[config.mk]
export PLATFORM = sky130hd
export DESIGN_NAME = regoff_load_agu
export DESIGN_NICKNAME = d
export VERILOG_FILES = /design/src/rtl/regoff_load_agu.sv
export SDC_FILE = /design/constraint.sdc
export NUM_CORES = 1
export LEC_CHECK = 0
export BUFFER_PORTS_ARGS = -buffer_cell sky130_fd_sc_hd__buf_4
export CAP_MARGIN = 15
export CORE_UTILIZATION = 25
export CTS_CLUSTER_DIAMETER = 100
export DETAILED_ROUTE_END_ITERATION = 16
export PLACE_DENSITY = 0.5
export RECOVER_POWER = 100
export SYNTH_ARGS = -nofsm -noshare
export SYNTH_HDL_FRONTEND = slang
export SYNTH_SLANG_ARGS = --single-unit
[constraint.sdc]
create_clock -name clk -period 6.3 [get_ports clk]
set_clock_uncertainty 0.1 [all_clocks]
set_input_delay 1.26 -clock clk [delete_from_list [all_inputs] [get_ports clk]]
set_output_delay 1.26 -clock clk [all_outputs]
set_load 0.01 [all_outputs]
[src/rtl/regoff_load_agu.sv]
module regoff_load_agu #(
  parameter int SP_ALIGN_BITS = 4
) (
  input  logic        clk,
  input  logic        rst_n,
  input  logic        insn_valid,
  input  logic [31:0] insn,
  output logic        busy,
  output logic [4:0]  rf_idx_base,
  output logic [4:0]  rf_idx_index,
  input  logic [63:0] rf_base_data,
  input  logic [63:0] rf_index_data,
  input  logic [63:0] sp,
  output logic        mem_req_valid,
  input  logic        mem_req_ready,
  output logic [63:0] mem_req_addr,
  output logic [3:0]  mem_req_bytes,
  input  logic        mem_rsp_valid,
  input  logic [63:0] mem_rsp_data,
  output logic        wb_en,
  output logic [4:0]  wb_idx,
  output logic [63:0] wb_data,
  output logic        undef_flag,
  output logic        align_fault
);

  typedef enum logic [1:0] {S_IDLE, S_REQ, S_WAIT} st_t;
  st_t st;

  logic [63:0] addr_q;
  logic        dbl_q;
  logic [4:0]  rt_q;
  logic        undef_q, align_q;

  wire [4:0] f_rt   = insn[4:0];
  wire [4:0] f_rn   = insn[9:5];
  wire [4:0] f_rm   = insn[20:16];
  wire [2:0] f_opt  = insn[15:13];
  wire       f_s    = insn[12];
  wire       f_dbl  = insn[30];

  assign rf_idx_base  = f_rn;
  assign rf_idx_index = f_rm;
  assign busy = (st != S_IDLE);

  wire accept   = insn_valid && !busy;
  wire legal    = f_opt[1];
  wire use_sp   = (f_rn == 5'd31);
  wire misalign = use_sp && (|sp[SP_ALIGN_BITS-1:0]);
  wire go       = accept && legal && !misalign;

  wire [63:0] base = use_sp ? sp : rf_base_data;

  logic [63:0] idx_ext;
  always_comb begin
    case ({f_opt[2], f_opt[0]})
      2'b00:   idx_ext = {32'b0, rf_index_data[31:0]};
      2'b10:   idx_ext = {{32{rf_index_data[31]}}, rf_index_data[31:0]};
      default: idx_ext = rf_index_data;
    endcase
  end

  wire [1:0]  shamt = f_s ? {1'b1, f_dbl} : 2'b00;
  wire [63:0] ea    = base + (idx_ext << shamt);

  always_ff @(posedge clk) begin
    if (!rst_n) begin
      st      <= S_IDLE;
      addr_q  <= '0;
      dbl_q   <= 1'b0;
      rt_q    <= '0;
      undef_q <= 1'b0;
      align_q <= 1'b0;
    end else begin
      undef_q <= accept && !legal;
      align_q <= accept && legal && misalign;
      case (st)
        S_IDLE: if (go) begin
          st     <= S_REQ;
          addr_q <= ea;
          dbl_q  <= f_dbl;
          rt_q   <= f_rt;
        end
        S_REQ:  if (mem_req_ready) st <= S_WAIT;
        S_WAIT: if (mem_rsp_valid) st <= S_IDLE;
        default: st <= S_IDLE;
      endcase
    end
  end

  assign mem_req_valid = (st == S_REQ);
  assign mem_req_addr  = addr_q;
  assign mem_req_bytes = dbl_q ? 4'd8 : 4'd4;
  assign undef_flag    = undef_q;
  assign align_fault   = align_q;
  assign wb_en   = (st == S_WAIT) && mem_rsp_valid;
  assign wb_idx  = rt_q;
  assign wb_data = dbl_q ? mem_rsp_data : {32'b0, mem_rsp_data[31:0]};

  AST_REQ_HOLD: assert property (@(posedge clk) disable iff (!rst_n)
    mem_req_valid && !mem_req_ready |=> mem_req_valid && $stable(mem_req_addr));
  AST_REQ_FROM_ACCEPT: assert property (@(posedge clk) disable iff (!rst_n)
    $rose(mem_req_valid) |-> $past(insn_valid));
  AST_FAULT_NO_REQ: assert property (@(posedge clk) disable iff (!rst_n)
    (undef_flag || align_fault) |-> !mem_req_valid && !busy);
  AST_FLAG_EXCL: assert property (@(posedge clk) disable iff (!rst_n)
    !(undef_flag && align_fault));
  AST_WB_NEEDS_RSP: assert property (@(posedge clk) disable iff (!rst_n)
    wb_en |-> mem_rsp_valid && !mem_req_valid);
  AST_WB_ENDS_BUSY: assert property (@(posedge clk) disable iff (!rst_n)
    wb_en |=> !busy);

endmodule

Word level (Yosys, flattened, before mapping) --
Cells that the tools add are included. Widths: inputs -> output; s select.
Cells by class: $add $sub $neg 1, $mul 0, divide/modulo/power cells 0, $lt $le $gt $ge 0, equality and inequality tests 7, shift operators 1, mux-type cells 9, bitwise gates (word level) 0, reduce and logical (&&, ||, !) cells 16
Operators with widths (number):
- $mux 64 | 2
- $pmux 64 s2 | 1
- $add 64x64->64 | 1
- $shl 64x2->64 | 1
- $mux 2 | 4
- $logic_and 1x1->1 | 7
- $pmux 2 s3 | 1
- $eq 5x5->1 const B | 1
- $eq 2x2->1 const B | 2
- $logic_not 2->1 | 2
- $mux 4 | 1
- $ne 2x2->1 const B | 2
- $reduce_or 4->1 | 1
- $logic_not 1->1 | 3
- $reduce_and 3->1 | 1
- $eq 2x1->1 const B | 1
- $ne 2x1->1 const B | 1
- $reduce_and 2->1 | 1
- $reduce_bool 2->1 | 1
Storage, ports and cells: register bits after elaboration 74, bits in latches 0, bits in writable memories 0, memory bits (read-only) 0, bits of input ports 293, logic and storage cells 40, memories 0

Depth between registers and ports, before layout --
Gate-level depths: netlist of run 1.
word-level depth 7, mapped depth 17

Worst setup path after synthesis of run 1 --
Ideal clock, no wire load.
path type input -> register, from input port insn[7], to register addr_q[57] (netlist: mem_req_addr[57]), setup time 117 ps, arrival time 4961 ps, data required time 6083 ps, path slack 1122 ps, cell stages on the path 15, buffers on the path 2, cells stage by stage and3_1 nand3_1 clkbuf_1 clkbuf_1 mux2_2 ha_1 a21o_1 a221o_1 a41o_2 o211ai_4 a21oi_4 o31ai_4 a21oi_2 or3_1 a32o_1
On the way: cells in the longest elaborated chain, start to end 5, elaborated cells on any way between the ends 7, classes of those cells 1 x add/sub; 1 x eq/ne; 1 x mux; 4 x reduce/logical
RTL lines:
- from (decl) | RTL line 7 | input logic [31:0] insn,
- $eq 5x5->1 (*) | RTL line 48 | wire use_sp = (f_rn == 5'd31);
- parallel branches: the longest is 4 deep, another holds $add 64x64->64
- to (signal assigned) | RTL line 69 | addr_q <= '0;
- to (signal assigned) | RTL line 80 | addr_q <= ea;
- to (decl) | RTL line 30 | logic [63:0] addr_q;
Mark *: on every way between the ends. A chain may end at the register's enable or synchronous reset.

Worst setup path in the final report of run 1 --
from input port insn[7], to register addr_q[62] (netlist: mem_req_addr[62])
The elaborated chain is that of the path after synthesis.

==> reports/summary.log, run 1 <==
INFO  cells_and_area n_fill_cell=3977
INFO  status         violations=capacitance limit, slew limit
INFO  yosys          syn_area_per_cell=7.324um2
INFO  power_and_ir_drop power.switching=804.8uW
INFO  clocking       holdBufCountCts=0
INFO  global_routing grt_first_pass_wirelength=50940um
INFO  critical_path  worst_path_most_repeated_cell=sky130_fd_sc_hd__a211o_1
INFO  clocking       clkTransAtPathRegs=60ps
INFO  power_and_ir_drop internal_power=1275uW
INFO  cells_and_area antenna_diode_count=0
INFO  timing         relSlewSlack=-49.00%
INFO  critical_path  critical_path.max_fanout=21
INFO  routing        detail_route.wirelength=34500um
INFO  timing         maxSlewViolCount=41
INFO  hold_path      worstHoldPathType=register to register
INFO  critical_path  cp_num_buf_inv=3
INFO  routing        met3RoutedLength=1999um
INFO  floorplanning  fp.dieArea=36800um2
INFO  power_and_ir_drop power.combinational.fraction=47.3%
INFO  routing        avgViaCountPerCell=4.914
INFO  cells_and_area mostFrequentLayoutCell=sky130_fd_sc_hd__buf_4
INFO  critical_path  end_kind=register
INFO  cells_and_area seq_area=1481um2
INFO  power_and_ir_drop pwr_density_cell=179.3nW/um2
INFO  floorplanning  die_x_extent=191.8um
INFO  clocking       cts-buffers-inserted=9
INFO  place          post-dp-hpwl=28220um
INFO  yosys          synth.cell_area=9009um2
INFO  clocking       max_buffers_root_to_sink=2
INFO  routing        drt_met1_wl=15930um
INFO  timing         final_period_minus_worst_setup_slack=5572ps
INFO  timing         timing.final.setup_violations=0
INFO  global_routing grt_max_degree=93
INFO  critical_path  critPathMaxStageDelay=640ps
INFO  clocking       worst_skew_pair.late_latency=350ps
INFO  yosys          synth_cell_type_count=73
INFO  power_and_ir_drop seq_power_share=25.6%
INFO  flow_run       max_cap_violations=1
INFO  routing        dr.pass1.iters=5
INFO  place          port-buffer-count=356
INFO  routing        highest_layer=met4
INFO  yosys          postSynth.asyncResetShare=0%
INFO  critical_path  worstPathCellList=clkbuf_4 -> and3_1 -> nand3_4 -> clkbuf_1 -> mux2_2 -> ha_1 -> and4_1 -> and2_0 -> inv_1 -> a211o_1 -> a211o_1 -> a211oi_1 -> o21ai_1 -> or4_1 -> nand3_1
INFO  global_routing grt_remaining_overflow=0
INFO  critical_path  worst_ep_required_time=6490ps
INFO  yosys          syn-instance-count=1230
INFO  critical_path  critical-path-slowest-cell=sky130_fd_sc_hd__clkbuf_1
INFO  cells_and_area commonest_non_fill_non_tap_cells_in_the_layout=263 x sky130_fd_sc_hd__buf_4, 200 x sky130_fd_sc_hd__nand2_1, 144 x sky130_fd_sc_hd__a21oi_1
INFO  global_routing first_global_vias=9125
INFO  routing        detail_route.iter0.violations=336
INFO  yosys          ys_warn_count=0
INFO  yosys          synth.yosys.seq_area_share=16.44%
INFO  cells_and_area nNetsFinal=1840
INFO  routing        detail_route.drc_violations=0
INFO  critical_path  cp_data_arrival_time=5770ps
INFO  timing         worst_slew_pin_slew=2235ps
INFO  timing         report.final.hold_viol_count=0
INFO  power_and_ir_drop clock_power_share=27.1%
INFO  timing         rsz0062_at_grt=false
INFO  floorplanning  die-height=191.8um
INFO  timing         max_freq=0.1795GHz
INFO  cells_and_area fin_util=32.70%
INFO  timing         final_hold_slack=351.1ps
INFO  clocking       postCtsSetupRepairBufs=0
INFO  clocking       clk_root_buffer_cell=sky130_fd_sc_hd__clkbuf_16
INFO  power_and_ir_drop power.ir.vdd_worst=98.40uV
INFO  clocking       number_of_h_tree_levels=3
INFO  power_and_ir_drop leakage=0.005172uW
INFO  yosys          synth-main-ff-cell=sky130_fd_sc_hd__dfxtp_1
INFO  routing        wl_per_cell=17.70um
INFO  place          globalplace.congestion=0.8601
INFO  timing         timing.final.crit_share=88.45%
INFO  global_routing gr-usage-all-layers=18.06%
INFO  floorplanning  num_rows=69
INFO  cells_and_area area_growth_syn_to_layout=28.81%
INFO  critical_path  crit_path_start_kind=primary input
INFO  global_routing initial_antenna_violation_count=1
INFO  routing        antenna_violating_nets_post_route=0
INFO  critical_path  critPathKind=primary input to register
INFO  yosys          flip_flop_and_latch_count_after_synthesis=74
INFO  yosys          synth-edff-count=0
INFO  floorplanning  pin_count=445
INFO  critical_path  crit_family=simple AND/OR/NAND/NOR gates
INFO  clocking       tritoncts=yes
INFO  timing         setup_total_negative_slack=0ps
INFO  cells_and_area multi_input_area=6788um2
INFO  routing        wl_met2=16030um
INFO  clocking       cts.sink_count=74
INFO  floorplanning  core=35480um2
INFO  routing        detailroute.via_count=9577
INFO  clocking       cts_repair_resize_count=0
INFO  floorplanning  start_util=25.39%
INFO  power_and_ir_drop swShare=38.69%
INFO  cells_and_area layout-drive-gt1-share=23.99%
INFO  status         run_status=finished, violations left
-- state kept, by name, indices dropped and copies added (netlist names) --
register / flops
mem_req_addr: 64
wb_idx: 5
st: 2
align_fault: 1
dbl_q: 1
undef_flag: 1
-- stage by stage --
stage	worst slack [ps]	instances	cell area [um2]	power, uW
5_1_grt	512.3	1949	11600	2238
6_report	727.7	1949	11600	2080
3_3_place_gp	884.4	1933	11720	1566
3_5_place_dp	877.3	1933	11720	1571
2_1_floorplan	1122	1231	9012	1207
4_1_cts	1242	1949	12030	2156
-- kinds of logic after synthesis --
logic type | Yosys count | share of synthesized area, %
mux | 126 | 14.87
other cells | 1 | 0.04163
simple gates | 419 | 21.26
fa+ha+maj | 64 | 8.972
flops | 74 | 16.44
buf+inv | 141 | 8.042
xor+xnor | 46 | 4.472
compound gates | 359 | 25.89
-- synth_stat cells (all sizes together) (8+ instances only) --
master	count	area (um2)
a211oi	14	110.1
a21o	39	295.3
a21oi	144	739.5
and2	42	262.8
buf	61	406.6
clkbuf	63	249.0
dfxtp	74	1481
ha	63	788.3
inv	15	56.30
mux2	63	709.4
mux2i	63	630.6
nand2	201	757.0
nand3	23	115.1
nand4	20	125.1
nor2	79	306.5
nor2b	9	56.30
nor3	8	40.04
o211ai	35	276.5
o21a	10	75.07
o21ai	55	275.3
o21bai	12	90.09
xnor2	34	297.8
xor2	12	105.1
-- worst register-to-register path: stages, from the launching register on --
cell and delay, ps:
sky130_fd_sc_hd__dfxtp_1 330, sky130_fd_sc_hd__nor2_1 370, sky130_fd_sc_hd__o2111a_2 660, sky130_fd_sc_hd__nand2_1 620, sky130_fd_sc_hd__or4_1 670, sky130_fd_sc_hd__o211ai_1 90
-- layer usage --
layer  vias up  GRT usage, %
met3        32         2.595
met4         0         4.915
met1      4346         23.66
li1       4890             -
met5         -             0
met2       309         30.59
-- final timing paths --
path                                                    from                       endpoint  slack (ps)  cells after the start
worst max-delay path                                 insn[7]  mem_req_addr[62]$_SDFFE_PN0P_         730                     15
worst max register to register            st[1]$_SDFFE_PN0P_  mem_req_addr[55]$_SDFFE_PN0P_        3370                      5
worst min register to register  mem_req_addr[0]$_SDFFE_PN0P_   mem_req_addr[0]$_SDFFE_PN0P_         350                      2
worst min-delay path            mem_req_addr[0]$_SDFFE_PN0P_   mem_req_addr[0]$_SDFFE_PN0P_         350                      2
-- area by class of cell --
| type | count | share of cell area (%) |
|---|---|---|
| inverters | 16 | 0.5176 |
| multi-input cells | 1016 | 58.50 |
| clock buffers | 13 | 2.329 |
| well taps | 461 | 4.971 |
| repair buffers | 366 | 20.52 |
| flip-flops and latches | 74 | 12.77 |
| clock inverters | 3 | 0.3990 |
-- power by group through the flow --
stage / clock [uW] / sequential [uW] / combinational (uW)
after floorplan: 0 / 556 / 651
after global placement: 0 / 542 / 1020
after detailed placement: 0 / 545 / 1030
after CTS: 590 / 534 / 1030
after global routing: 610 / 538 / 1090
final: 564 / 533 / 983
No activity file was read; power rests on OpenSTA's default activity.
==> inputs of run 2 (changes only) <==
--- a/config.mk
+++ b/config.mk
@@ -7,6 +7,7 @@
 export LEC_CHECK = 0
 export BUFFER_PORTS_ARGS = -buffer_cell sky130_fd_sc_hd__buf_4
 export CAP_MARGIN = 15
+export CORE_ASPECT_RATIO = 1.2
 export CORE_UTILIZATION = 25
 export CTS_CLUSTER_DIAMETER = 100
 export DETAILED_ROUTE_END_ITERATION = 16
==> run 2 against run 1 <==
Against the previous run: the flow still finishes with violations (capacitance limit, slew limit); sequential power is essentially flat; largest cell class unchanged; die area is essentially flat; setup slack gained 81 ps; highest routed layer unchanged; cell count is essentially flat.
==> reports/summary.log, run 2 (synthesis gave the netlist of run 1 again) <==
INFO  timing         report.final.hold_viol_count=0
INFO  power_and_ir_drop clock_power_share=28.0%
INFO  critical_path  cp_data_arrival_time=5700ps
INFO  routing        detail_route.drc_violations=0
INFO  critical_path  end_kind=register
INFO  critical_path  worst_ep_required_time=6510ps
INFO  flow_run       max_cap_violations=1
INFO  global_routing grt_remaining_overflow=0
INFO  critical_path  critPathKind=primary input to register
INFO  timing         timing.final.crit_share=87.17%
INFO  routing        detail_route.wirelength=36550um
INFO  power_and_ir_drop leakage=0.005198uW
INFO  routing        avgViaCountPerCell=4.960
INFO  hold_path      worstHoldPathType=register to register
INFO  cells_and_area fin_area=11650um2
INFO  routing        wl_per_cell=18.76um
INFO  global_routing grt_max_degree=87
INFO  routing        detailroute.via_count=9662
INFO  floorplanning  num_rows=75
INFO  timing         relSlewSlack=-84.06%
INFO  routing        detail_route.iter0.violations=460
INFO  routing        antenna_violating_nets_post_route=0
INFO  timing         rsz0062_at_grt=false
INFO  timing         setup_total_negative_slack=0ps
INFO  cells_and_area commonest_non_fill_non_tap_cells_in_the_layout=270 x sky130_fd_sc_hd__buf_4, 200 x sky130_fd_sc_hd__nand2_1, 143 x sky130_fd_sc_hd__a21oi_1
INFO  place          port-buffer-count=356
INFO  global_routing gr-usage-all-layers=19.45%
INFO  timing         timing.final.setup_violations=0
INFO  place          post_detailed_placement_cell_area=11700um2
INFO  status         run_status=finished, violations left
INFO  critical_path  critical_path.max_fanout=25
INFO  hold_path      hold-path-cell-count=2
INFO  critical_path  critPathMaxStageDelay=620ps
INFO  status         violations=capacitance limit, slew limit
INFO  clocking       cts.sink_count=74
INFO  timing         post_route_worst_setup_slack=808.2ps
INFO  critical_path  worst_path_most_repeated_cell=sky130_fd_sc_hd__a211o_1
INFO  timing         final_hold_slack=350.7ps
INFO  critical_path  worstPathCellList=clkbuf_4 -> and3_1 -> nand3_4 -> clkbuf_1 -> mux2_1 -> ha_1 -> and4_1 -> and2_0 -> inv_1 -> a211o_1 -> a211o_1 -> a211oi_1 -> o21ai_0 -> or4_1 -> nand3_1
INFO  routing        dr.pass1.iters=5
INFO  timing         worst_slew_pin_slew=2761ps
INFO  floorplanning  die_x_extent=175.3um
INFO  power_and_ir_drop power.ir.vdd_worst=111.2uV
INFO  clocking       clk_root_buffer_cell=sky130_fd_sc_hd__clkbuf_16
INFO  clocking       worst_skew_pair.late_latency=360ps
INFO  global_routing grt_first_pass_wirelength=54600um
INFO  cells_and_area mostFrequentLayoutCell=sky130_fd_sc_hd__buf_4
INFO  clocking       postCtsSetupRepairBufs=0
INFO  clocking       max_buffers_root_to_sink=2
INFO  power_and_ir_drop pwr_density_cell=181.8nW/um2
INFO  power_and_ir_drop power.switching=832.2uW
INFO  critical_path  critical-path-slowest-cell=sky130_fd_sc_hd__clkbuf_1
INFO  power_and_ir_drop design_power_total=2117uW
INFO  floorplanning  die-height=209.9um
INFO  timing         maxSlewViolCount=51
INFO  power_and_ir_drop internal_power=1285uW
INFO  floorplanning  start_util=25.60%
INFO  clocking       holdBufCountCts=0
INFO  global_routing first_global_vias=9413
INFO  cells_and_area nNetsFinal=1838
INFO  timing         max_freq=0.1821GHz
INFO  clocking       clkTransAtPathRegs=70ps
INFO  floorplanning  core=35190um2
INFO  place          detailedPlace.worstSlack=851.9ps
INFO  cells_and_area largest_reg_flops=64
INFO  place          globalplace.congestion=0.8479
INFO  power_and_ir_drop seq_power_share=25.1%
INFO  clocking       number_of_h_tree_levels=3
INFO  floorplanning  pin_count=445
INFO  global_routing initial_antenna_violation_count=1
INFO  power_and_ir_drop power.combinational.fraction=46.9%
INFO  cells_and_area layout-drive-gt1-share=24.70%
INFO  clocking       cts_repair_resize_count=0
INFO  clocking       cts-buffers-inserted=9
INFO  cells_and_area area_growth_syn_to_layout=29.28%
INFO  critical_path  r2r.worst_path.cells=5
INFO  place          post-dp-hpwl=29640um
INFO  floorplanning  fp.dieArea=36800um2
INFO  critical_path  crit_path_start_kind=primary input
INFO  power_and_ir_drop swShare=39.31%
INFO  clocking       tritoncts=yes
INFO  cells_and_area antenna_diode_count=0
INFO  cells_and_area n_fill_cell=3921
INFO  timing         final_period_minus_worst_setup_slack=5492ps
-- run 2: cell types whose count changed in the layout (fill, tap and decap cells not counted), sizes merged --
cell,previous run,this run
bufinv,1,2
inv,16,15
clkinvlp,1,0
buf,264,271
clkbuf,115,103
clkinv,1,5
-- run 2: stage by stage --
stage | utilization (%) | std cells
6_report | 33.10 | 1948
5_1_grt | 33.10 | 1948
4_1_cts | 34.17 | 1948
3_5_place_dp | 33.26 | 1932
3_3_place_gp | 33.26 | 1932
2_1_floorplan | - | 1231
-- run 2: worst paths after layout --
kind	from	end	slack, ps
hold reg to reg	mem_req_addr[19]$_SDFFE_PN0P_	mem_req_addr[19]$_SDFFE_PN0P_	350
hold / removal	mem_req_addr[19]$_SDFFE_PN0P_	mem_req_addr[19]$_SDFFE_PN0P_	350
setup reg to reg	st[1]$_SDFFE_PN0P_	mem_req_addr[55]$_SDFFE_PN0P_	3410
setup / recovery	insn[7]	mem_req_addr[62]$_SDFFE_PN0P_	810
-- run 2: layer usage --
layer  vias up  track usage [%]  share of wire (%)
li1       4892                -                  -
met1      4431            23.17                 43
met2       291            34.61                 49
met3        48            4.058                5.6
met4         0            6.057                2.5
met5         -                0                  0
-- run 2: worst max-delay path, delay by kind of cell --
family | cells | cell delay (ps)
adders and majority gates | 1 | 420
muxes | 1 | 400
buffers and inverters | 3 | 780
and+or+nand+nor | 6 | 1590
AOI/OAI and AO/OA | 4 | 1220
-- run 2: power groups by stage --
stage               clock network, uW  logic, uW  registers, uW
floorplan                           0        651            556
global placement                    0       1030            542
detailed placement                  0       1040            543
CTS                               615       1040            532
global route                      631       1100            536
finish                            593        992            531
-- run 2: cell type report --
cell class              count  area (um2)  share of cell area [%]
repair buffers            364        2400                   20.61
inverters                  16       60.06                  0.5157
clock inverters             6       91.34                  0.7843
well taps                 462       578.1                   4.963
multi-input cells        1016        6807                   58.44
clock buffers              10       229.0                   1.966
flip-flops and latches     74        1481                   12.72
